--- src/rtl/xlate_pkg.sv ---
package xlate_pkg;

  localparam int PTE_W = 32;
  localparam int BIT_V = 0;
  localparam int BIT_W = 1;
  localparam int BIT_U = 2;
  localparam int BIT_R = 5;
  localparam int BIT_D = 6;

  typedef enum logic [2:0] {
    ST_IDLE,
    ST_DIR_RD,
    ST_DIR_WAIT,
    ST_LEAF_RD,
    ST_LEAF_WAIT,
    ST_RESP
  } walk_state_e;

  typedef struct packed {
    logic latchReq;
    logic resHit;
    logic rdDir;
    logic latchDir;
    logic rdLeaf;
    logic resWalk;
    logic resFault;
    logic fillTlb;
    logic wrLeaf;
  } walk_strobe_t;

  typedef struct packed {
    logic tlbHit;
    logic hitPermOk;
    logic hitNeedsDirty;
    logic dirValid;
    logic leafOk;
    logic leafNeedsWb;
  } walk_status_t;

  function automatic logic accessOk(input logic canWrite, input logic canUser,
                                    input logic isWrite, input logic isUser);
    return !(isWrite && !canWrite) && !(isUser && !canUser);
  endfunction

endpackage

--- src/rtl/xlate_tlb.sv ---
module xlate_tlb #(
  parameter int DEPTH = 8,
  parameter int VPN_W = 20,
  parameter int PFN_W = 20
) (
  input  logic             clk,
  input  logic             rstN,
  input  logic             flush,
  input  logic [VPN_W-1:0] probeVpn,
  input  logic             fillEn,
  input  logic [VPN_W-1:0] fillVpn,
  input  logic [PFN_W-1:0] fillPfn,
  input  logic             fillW,
  input  logic             fillU,
  input  logic             fillD,
  output logic             hitAny,
  output logic [PFN_W-1:0] hitPfn,
  output logic             hitW,
  output logic             hitU,
  output logic             hitD,
  output logic [DEPTH-1:0] hitVec
);

  localparam int PTR_W = (DEPTH > 1) ? $clog2(DEPTH) : 1;

  logic [DEPTH-1:0] validArr;
  logic [VPN_W-1:0] vpnArr [DEPTH];
  logic [PFN_W-1:0] pfnArr [DEPTH];
  logic [DEPTH-1:0] wArr, uArr, dArr;
  logic [DEPTH-1:0] fillVec;
  logic [PTR_W-1:0] rrPtr, fillSlot;
  logic             fillFound;

  for (genvar g = 0; g < DEPTH; g++) begin : gCompare
    assign hitVec[g]  = validArr[g] && (vpnArr[g] == probeVpn);
    assign fillVec[g] = validArr[g] && (vpnArr[g] == fillVpn);
  end

  assign hitAny = |hitVec;

  always_comb begin
    hitPfn = '0;
    hitW   = 1'b0;
    hitU   = 1'b0;
    hitD   = 1'b0;
    for (int i = 0; i < DEPTH; i++) begin
      if (hitVec[i]) begin
        hitPfn = hitPfn | pfnArr[i];
        hitW   = hitW | wArr[i];
        hitU   = hitU | uArr[i];
        hitD   = hitD | dArr[i];
      end
    end
  end

  // A page already present is refilled in place; otherwise the pointer slot.
  always_comb begin
    fillSlot  = rrPtr;
    fillFound = 1'b0;
    for (int i = 0; i < DEPTH; i++) begin
      if (fillVec[i]) begin
        fillSlot  = PTR_W'(i);
        fillFound = 1'b1;
      end
    end
  end

  always_ff @(posedge clk) begin
    if (!rstN) begin
      validArr <= '0;
      rrPtr    <= '0;
    end else if (flush) begin
      validArr <= '0;
      rrPtr    <= '0;
    end else if (fillEn) begin
      validArr[fillSlot] <= 1'b1;
      if (!fillFound) begin
        if (rrPtr == PTR_W'(DEPTH - 1)) rrPtr <= '0;
        else                            rrPtr <= rrPtr + 1'b1;
      end
    end
  end

  always_ff @(posedge clk) begin
    if (fillEn && !flush) begin
      vpnArr[fillSlot] <= fillVpn;
      pfnArr[fillSlot] <= fillPfn;
      wArr[fillSlot]   <= fillW;
      uArr[fillSlot]   <= fillU;
      dArr[fillSlot]   <= fillD;
    end
  end

endmodule

--- src/rtl/xlate_datapath.sv ---
module xlate_datapath
  import xlate_pkg::*;
#(
  parameter int OFF_W     = 12,
  parameter int TLB_DEPTH = 8,
  localparam int IDX_W    = OFF_W - 2,
  localparam int VPN_W    = 2 * IDX_W,
  localparam int VA_W     = VPN_W + OFF_W,
  localparam int PFN_W    = PTE_W - OFF_W
) (
  input  logic                 clk,
  input  logic                 rstN,
  input  walk_strobe_t         stb,
  output walk_status_t         status,
  input  logic [VA_W-1:0]      reqVaddr,
  input  logic                 reqWrite,
  input  logic                 reqUser,
  input  logic                 baseWrEn,
  input  logic [PTE_W-1:0]     baseWrData,
  output logic                 memRdEn,
  output logic [PTE_W-1:0]     memRdAddr,
  input  logic [PTE_W-1:0]     memRdData,
  output logic                 memWrEn,
  output logic [PTE_W-1:0]     memWrAddr,
  output logic [PTE_W-1:0]     memWrData,
  output logic [PTE_W-1:0]     respPaddr,
  output logic                 respFault,
  output logic [TLB_DEPTH-1:0] tlbHitVec
);

  logic [PFN_W-1:0] baseFrame, tblFrame;
  logic [VA_W-1:0]  vaReg;
  logic             wrReg, usrReg;
  logic [PTE_W-1:0] dirAddr, leafAddr, leafUpd;
  logic             hitAny, hitW, hitU, hitD;
  logic [PFN_W-1:0] hitPfn;
  logic             unusedBaseLow;

  assign unusedBaseLow = ^baseWrData[OFF_W-1:0];

  xlate_tlb #(
    .DEPTH(TLB_DEPTH),
    .VPN_W(VPN_W),
    .PFN_W(PFN_W)
  ) u_tlb (
    .clk      (clk),
    .rstN     (rstN),
    .flush    (baseWrEn),
    .probeVpn (reqVaddr[VA_W-1:OFF_W]),
    .fillEn   (stb.fillTlb),
    .fillVpn  (vaReg[VA_W-1:OFF_W]),
    .fillPfn  (memRdData[PTE_W-1:OFF_W]),
    .fillW    (memRdData[BIT_W]),
    .fillU    (memRdData[BIT_U]),
    .fillD    (leafUpd[BIT_D]),
    .hitAny   (hitAny),
    .hitPfn   (hitPfn),
    .hitW     (hitW),
    .hitU     (hitU),
    .hitD     (hitD),
    .hitVec   (tlbHitVec)
  );

  assign dirAddr  = {baseFrame, vaReg[VA_W-1 -: IDX_W], 2'b00};
  assign leafAddr = {tblFrame, vaReg[OFF_W +: IDX_W], 2'b00};

  always_comb begin
    leafUpd        = memRdData;
    leafUpd[BIT_R] = 1'b1;
    if (wrReg) leafUpd[BIT_D] = 1'b1;
  end

  assign status.tlbHit        = hitAny;
  assign status.hitPermOk     = accessOk(hitW, hitU, reqWrite, reqUser);
  assign status.hitNeedsDirty = reqWrite && !hitD;
  assign status.dirValid      = memRdData[BIT_V];
  assign status.leafOk        = memRdData[BIT_V] &&
                                accessOk(memRdData[BIT_W], memRdData[BIT_U], wrReg, usrReg);
  assign status.leafNeedsWb   = !memRdData[BIT_R] || (wrReg && !memRdData[BIT_D]);

  assign memRdEn   = stb.rdDir || stb.rdLeaf;
  assign memRdAddr = stb.rdLeaf ? leafAddr : dirAddr;
  assign memWrEn   = stb.wrLeaf;
  assign memWrAddr = leafAddr;
  assign memWrData = leafUpd;

  always_ff @(posedge clk) begin
    if (!rstN) begin
      baseFrame <= '0;
      tblFrame  <= '0;
      vaReg     <= '0;
      wrReg     <= 1'b0;
      usrReg    <= 1'b0;
      respPaddr <= '0;
      respFault <= 1'b0;
    end else begin
      if (baseWrEn) baseFrame <= baseWrData[PTE_W-1:OFF_W];
      if (stb.latchReq) begin
        vaReg  <= reqVaddr;
        wrReg  <= reqWrite;
        usrReg <= reqUser;
      end
      if (stb.latchDir) tblFrame <= memRdData[PTE_W-1:OFF_W];
      if (stb.resHit) begin
        respFault <= !status.hitPermOk;
        respPaddr <= status.hitPermOk ? {hitPfn, reqVaddr[OFF_W-1:0]} : '0;
      end else if (stb.resWalk) begin
        respFault <= 1'b0;
        respPaddr <= {memRdData[PTE_W-1:OFF_W], vaReg[OFF_W-1:0]};
      end else if (stb.resFault) begin
        respFault <= 1'b1;
        respPaddr <= '0;
      end
    end
  end

endmodule

--- src/rtl/xlate_ctrl.sv ---
module xlate_ctrl
  import xlate_pkg::*;
(
  input  logic         clk,
  input  logic         rstN,
  input  logic         reqValid,
  input  logic         baseWrEn,
  input  walk_status_t status,
  output walk_strobe_t stb,
  output logic         reqReady,
  output logic         respValid
);

  walk_state_e state, nextState;
  logic        accept;

  assign reqReady  = (state == ST_IDLE) && !baseWrEn;
  assign accept    = reqValid && reqReady;
  assign respValid = (state == ST_RESP);

  always_ff @(posedge clk) begin
    if (!rstN) state <= ST_IDLE;
    else       state <= nextState;
  end

  always_comb begin
    stb       = '0;
    nextState = state;
    case (state)
      ST_IDLE: begin
        if (accept) begin
          stb.latchReq = 1'b1;
          if (status.tlbHit && (!status.hitPermOk || !status.hitNeedsDirty)) begin
            stb.resHit = 1'b1;
            nextState  = ST_RESP;
          end else begin
            nextState  = ST_DIR_RD;
          end
        end
      end
      ST_DIR_RD: begin
        stb.rdDir = 1'b1;
        nextState = ST_DIR_WAIT;
      end
      ST_DIR_WAIT: begin
        if (status.dirValid) begin
          stb.latchDir = 1'b1;
          nextState    = ST_LEAF_RD;
        end else begin
          stb.resFault = 1'b1;
          nextState    = ST_RESP;
        end
      end
      ST_LEAF_RD: begin
        stb.rdLeaf = 1'b1;
        nextState  = ST_LEAF_WAIT;
      end
      ST_LEAF_WAIT: begin
        if (status.leafOk) begin
          stb.resWalk = 1'b1;
          stb.fillTlb = 1'b1;
          stb.wrLeaf  = status.leafNeedsWb;
        end else begin
          stb.resFault = 1'b1;
        end
        nextState = ST_RESP;
      end
      ST_RESP:  nextState = ST_IDLE;
      default:  nextState = ST_IDLE;
    endcase
  end

endmodule

--- src/rtl/vm_xlate.sv ---
module vm_xlate
  import xlate_pkg::*;
#(
  parameter int OFF_W     = 12,
  parameter int TLB_DEPTH = 8,
  localparam int VA_W     = 3 * OFF_W - 4
) (
  input  logic             clk,
  input  logic             rstN,
  input  logic             reqValid,
  output logic             reqReady,
  input  logic [VA_W-1:0]  reqVaddr,
  input  logic             reqWrite,
  input  logic             reqUser,
  input  logic             baseWrEn,
  input  logic [PTE_W-1:0] baseWrData,
  output logic             memRdEn,
  output logic [PTE_W-1:0] memRdAddr,
  input  logic [PTE_W-1:0] memRdData,
  output logic             memWrEn,
  output logic [PTE_W-1:0] memWrAddr,
  output logic [PTE_W-1:0] memWrData,
  output logic             respValid,
  output logic [PTE_W-1:0] respPaddr,
  output logic             respFault
);

  walk_strobe_t         stb;
  walk_status_t         status;
  logic [TLB_DEPTH-1:0] tlbHitVec;

  xlate_ctrl u_ctrl (
    .clk       (clk),
    .rstN      (rstN),
    .reqValid  (reqValid),
    .baseWrEn  (baseWrEn),
    .status    (status),
    .stb       (stb),
    .reqReady  (reqReady),
    .respValid (respValid)
  );

  xlate_datapath #(
    .OFF_W     (OFF_W),
    .TLB_DEPTH (TLB_DEPTH)
  ) u_dp (
    .clk        (clk),
    .rstN       (rstN),
    .stb        (stb),
    .status     (status),
    .reqVaddr   (reqVaddr),
    .reqWrite   (reqWrite),
    .reqUser    (reqUser),
    .baseWrEn   (baseWrEn),
    .baseWrData (baseWrData),
    .memRdEn    (memRdEn),
    .memRdAddr  (memRdAddr),
    .memRdData  (memRdData),
    .memWrEn    (memWrEn),
    .memWrAddr  (memWrAddr),
    .memWrData  (memWrData),
    .respPaddr  (respPaddr),
    .respFault  (respFault),
    .tlbHitVec  (tlbHitVec)
  );

endmodule

--- config.mk ---
export PLATFORM = sky130hd
export DESIGN_NAME = vm_xlate
export DESIGN_NICKNAME = d
export VERILOG_FILES = /design/src/rtl/xlate_pkg.sv /design/src/rtl/xlate_tlb.sv /design/src/rtl/xlate_datapath.sv /design/src/rtl/xlate_ctrl.sv /design/src/rtl/vm_xlate.sv
export SDC_FILE = /design/constraint.sdc
export NUM_CORES = 1
export LEC_CHECK = 0
export BUFFER_PORTS_ARGS = -buffer_cell sky130_fd_sc_hd__buf_2
export CORE_MARGIN = 2
export CORE_UTILIZATION = 55
export CTS_CLUSTER_DIAMETER = 80
export DETAILED_ROUTE_END_ITERATION = 12
export GPL_ROUTABILITY_DRIVEN = 0
export PLACE_DENSITY = 0.76
export SLEW_MARGIN = 10
export SYNTH_ARGS = -nofsm -noshare
export SYNTH_HDL_FRONTEND = slang
export SYNTH_SLANG_ARGS = --single-unit
--- constraint.sdc ---
create_clock -name clk -period 7.55 [get_ports clk]
set_clock_uncertainty 0.05 [all_clocks]
set_input_delay 0.755 -clock clk [delete_from_list [all_inputs] [get_ports clk]]
set_output_delay 0.755 -clock clk [all_outputs]
set_load 0.02 [all_outputs]
==> run metrics <==
Reg-to-Reg Start=u_dp.vaReg[27]; Setup crit start=u_dp.vaReg[27]; area of the core=0.0386 mm^2; crit path max fanout=24; dpl hpwl=38500 um; Slew Viols, Final=0; # DRC=0; pwr/cell area=229 mW/mm^2; die outline width=201 um; ys flop type=edfxtp_1; commonest non-fill, non-tap cells in the layout=edfxtp_1 (344), xnor2_1 (231), buf_2 (203); worst setup path class=reg2reg; crit-path cells=xor2_1 > a21oi_1 > nand2_1 > or4_1 > a21bo_2 > a21bo_2 > a31oi_1 > nand2_1 > nor2_4 > buf_4; final setup margin=2.48 ns; layout cell share with drive strength beyond 1=20.0%; worst slew pin tran=1.30 ns; Seq cells post-synth=465; CP endpoint kind=flop; Post-Syn Area=0.0214 mm^2; Leak=8.25 nW; die area=0.0406 mm^2; Final Hold Viols=0; Inserted Clock Buffers=47; most common cell after layout, fill and taps aside=edfxtp_1; H-tree depth=2; Post-Synthesis Mean Instance Area=12.4 um^2; max-cap viol count=0; num rows=72; vias in the first global route=14800; CTS-repair resized insts=0; Required @ worst endpoint=7.75 ns; Routed Wire Length=61500 um; minimum clock period=5.07 ns; wire length per cell=25.3 um; Seq/Total Area, Yosys=59.5%; number of library cell types mapped by synthesis=64; Die Y=201 um; Setup crit start kind=flop; ANT cells=0; CTS Hold Bufs=0; final setup vio count=0; share of flip-flops with an asynchronous set or reset=0%; RSZ-0062 raised after global routing=no; CTS tree=done; initial antenna violation count=0; Post-synth EDFFs=344; Post CTS Setup Buffer Count=0; Hold Slack=0.365 ns; Final Cycle Share=67.2%; I/O Buffers=203; Critical Path Max Stage Delay=0.99 ns; starting DRC count in detailed routing=1922; Vias per Instance=6.20; vias=15100; Cells after Synth=1734; crit path max-delay cell type=dfxtp_1; global-route wire length before repair=91300 um; iteration count of the initial detailed-routing pass=6; Remaining Overflow, GRT=0; synth-to-layout area growth=12.2%; FF-to-FF setup slack=2.48 ns; Worst EP arrival=5.27 ns; root buf cell=clkbuf_16; worst vdd ir=0.193 mV; I/O pin count=235; Final nets=1978; CTS max path bufs=3; R2R Path End=u_dp.u_tlb.vpnArr[4][3]; Initial Util=55.6%; Final TNS setup=0 ns; post-route ant nets=0; largest net degree at the start of global routing=66; All-Layer GR Usage=29.9%; status=complete, no violations; Min-Delay Path Class=in2reg; CTS sink cnt=465; fmax=0.197 GHz; Clock Latency Late Sink=0.60 ns; reg2reg path depth=10; Setup Slack @ Placement=2.69 ns; Critical Path Sink=u_dp.u_tlb.vpnArr[4][3]; Clock transition at path regs=0.06 ns; max_slew headroom=13.3%; synth warn=0
==> cells by family (layout without fill, tap and decap cells) <==
logic type | Yosys count | count (layout) | share of synthesized area [%]
adder cells (fa/ha/maj) | 2 | 2 | 0.117
flip-flops | 465 | 465 | 59.5
other | 2 | 5 | 0.0350
XOR/XNOR | 325 | 325 | 13.3
multiplexers | 52 | 52 | 2.60
buffers and inverters | 171 | 347 | 5.09
AND/OR/NAND/NOR | 449 | 449 | 11.0
AO/OA/AOI/OAI | 268 | 268 | 8.42
==> registers in the layout, indices dropped and copies added, names as in the netlist <==
| register | flops |
|---|---|
| u_dp.u_tlb.rrPtr | 3 |
| u_dp.u_tlb.uArr | 8 |
| u_dp.baseFrame | 20 |
| u_ctrl.state | 3 |
| u_dp.u_tlb.dArr | 8 |
| u_dp.tblFrame | 20 |
| u_dp.u_tlb.vpnArr | 160 |
| u_dp.u_tlb.validArr | 8 |
| u_dp.u_tlb.wArr | 8 |
| u_dp.vaReg | 32 |
| u_dp.u_tlb.pfnArr | 160 |
| u_dp.wrReg | 1 |
| u_dp.respFault | 1 |
| u_dp.usrReg | 1 |
| u_dp.respPaddr | 32 |
==> layout make-up <==
cell class	instances	area, um^2
clock buffer	60	1260
fill	2988	14500
clock inverter	28	328
sequential	465	12800
timing repair buffer	237	1270
inverter	22	82.6
tap	518	648
multi-input combinational	1101	7690
==> cell usage after synthesis, drive strengths merged (3+ instances only) <==
cell type	instances	area share, %
or4	10	0.39
nand2b	6	0.18
a21oi	72	1.7
nand4bb	3	0.16
edfxtp	344	48
xor2	94	3.8
nor4	37	1.3
nor2	61	1.1
a22o	20	0.86
a221oi	21	0.86
clkbuf	68	1.8
dfxtp	121	11
nor3	9	0.21
or2	4	0.12
nor2b	3	0.088
and4	3	0.12
nor4bb	8	0.37
inv	22	0.39
a31oi	27	0.79
xnor2	231	9.4
buf	80	2.9
nand2	167	2.9
nand4	72	2.1
a22oi	44	1.6
o21ai	39	0.91
a31o	20	0.82
nor3b	3	0.11
and2	13	0.39
mux2i	23	1.1
o21a	18	0.63
mux2	29	1.5
and3	4	0.12
nand3	36	0.84
==> routing by layer <==
metal / vias to the layer above / track usage [%] / part of all wire (%)
met4: 0 / 13.5 / 4.6
met1: 7400 / 40.6 / 39
li1: 6562 / - / -
met2: 921 / 46.9 / 46
met3: 183 / 5.91 / 11
met5: - / 0 / 0
==> worst min-delay path by stage <==
stage / cells past startpoint / slack [ns] / end / from
finish: 3 / 0.37 / u_dp.baseFrame[0] / baseWrData[12]
global route: 3 / 0.36 / u_dp.baseFrame[11] / baseWrData[23]
CTS: 3 / 0.35 / u_dp.baseFrame[0] / baseWrData[12]
detailed placement: 2 / 0.40 / u_dp.respPaddr[6] / u_dp.vaReg[6]
global placement: 2 / 0.39 / u_dp.vaReg[9] / u_dp.vaReg[9]
floorplan: 2 / 0.38 / u_dp.respPaddr[0] / u_dp.vaReg[0]
==> where the power goes <==
part	switching, W	total (W)	internal, W
Clock	0.00101	0.00237	0.00137
Sequential	0.0000179	0.00277	0.00276
Combinational	0.000245	0.000363	0.000119
Total	0.00127	0.00551	0.00424
==> critical path: cells and delay by family, from the launching register on <==
family | cells | cell delay (ns)
AND/OR/NAND/NOR | 4 | 1.77
buffers and inverters | 1 | 0.43
flip-flops | 1 | 0.99
XOR/XNOR | 1 | 0.14
AO/OA/AOI/OAI | 4 | 1.35
==> stage by stage <==
step	instances	area (um^2)	total power, W	util [%]
after floorplan	1737	21400	0.00306	-
after global placement	2343	22400	0.00318	58.2
after detailed placement	2343	22400	0.00318	58.2
after CTS	2431	24000	0.00553	62.3
after global routing	2431	24000	0.00565	62.3
final	2431	24000	0.00551	62.3
Note: power is estimated with default switching activity, not from simulation.
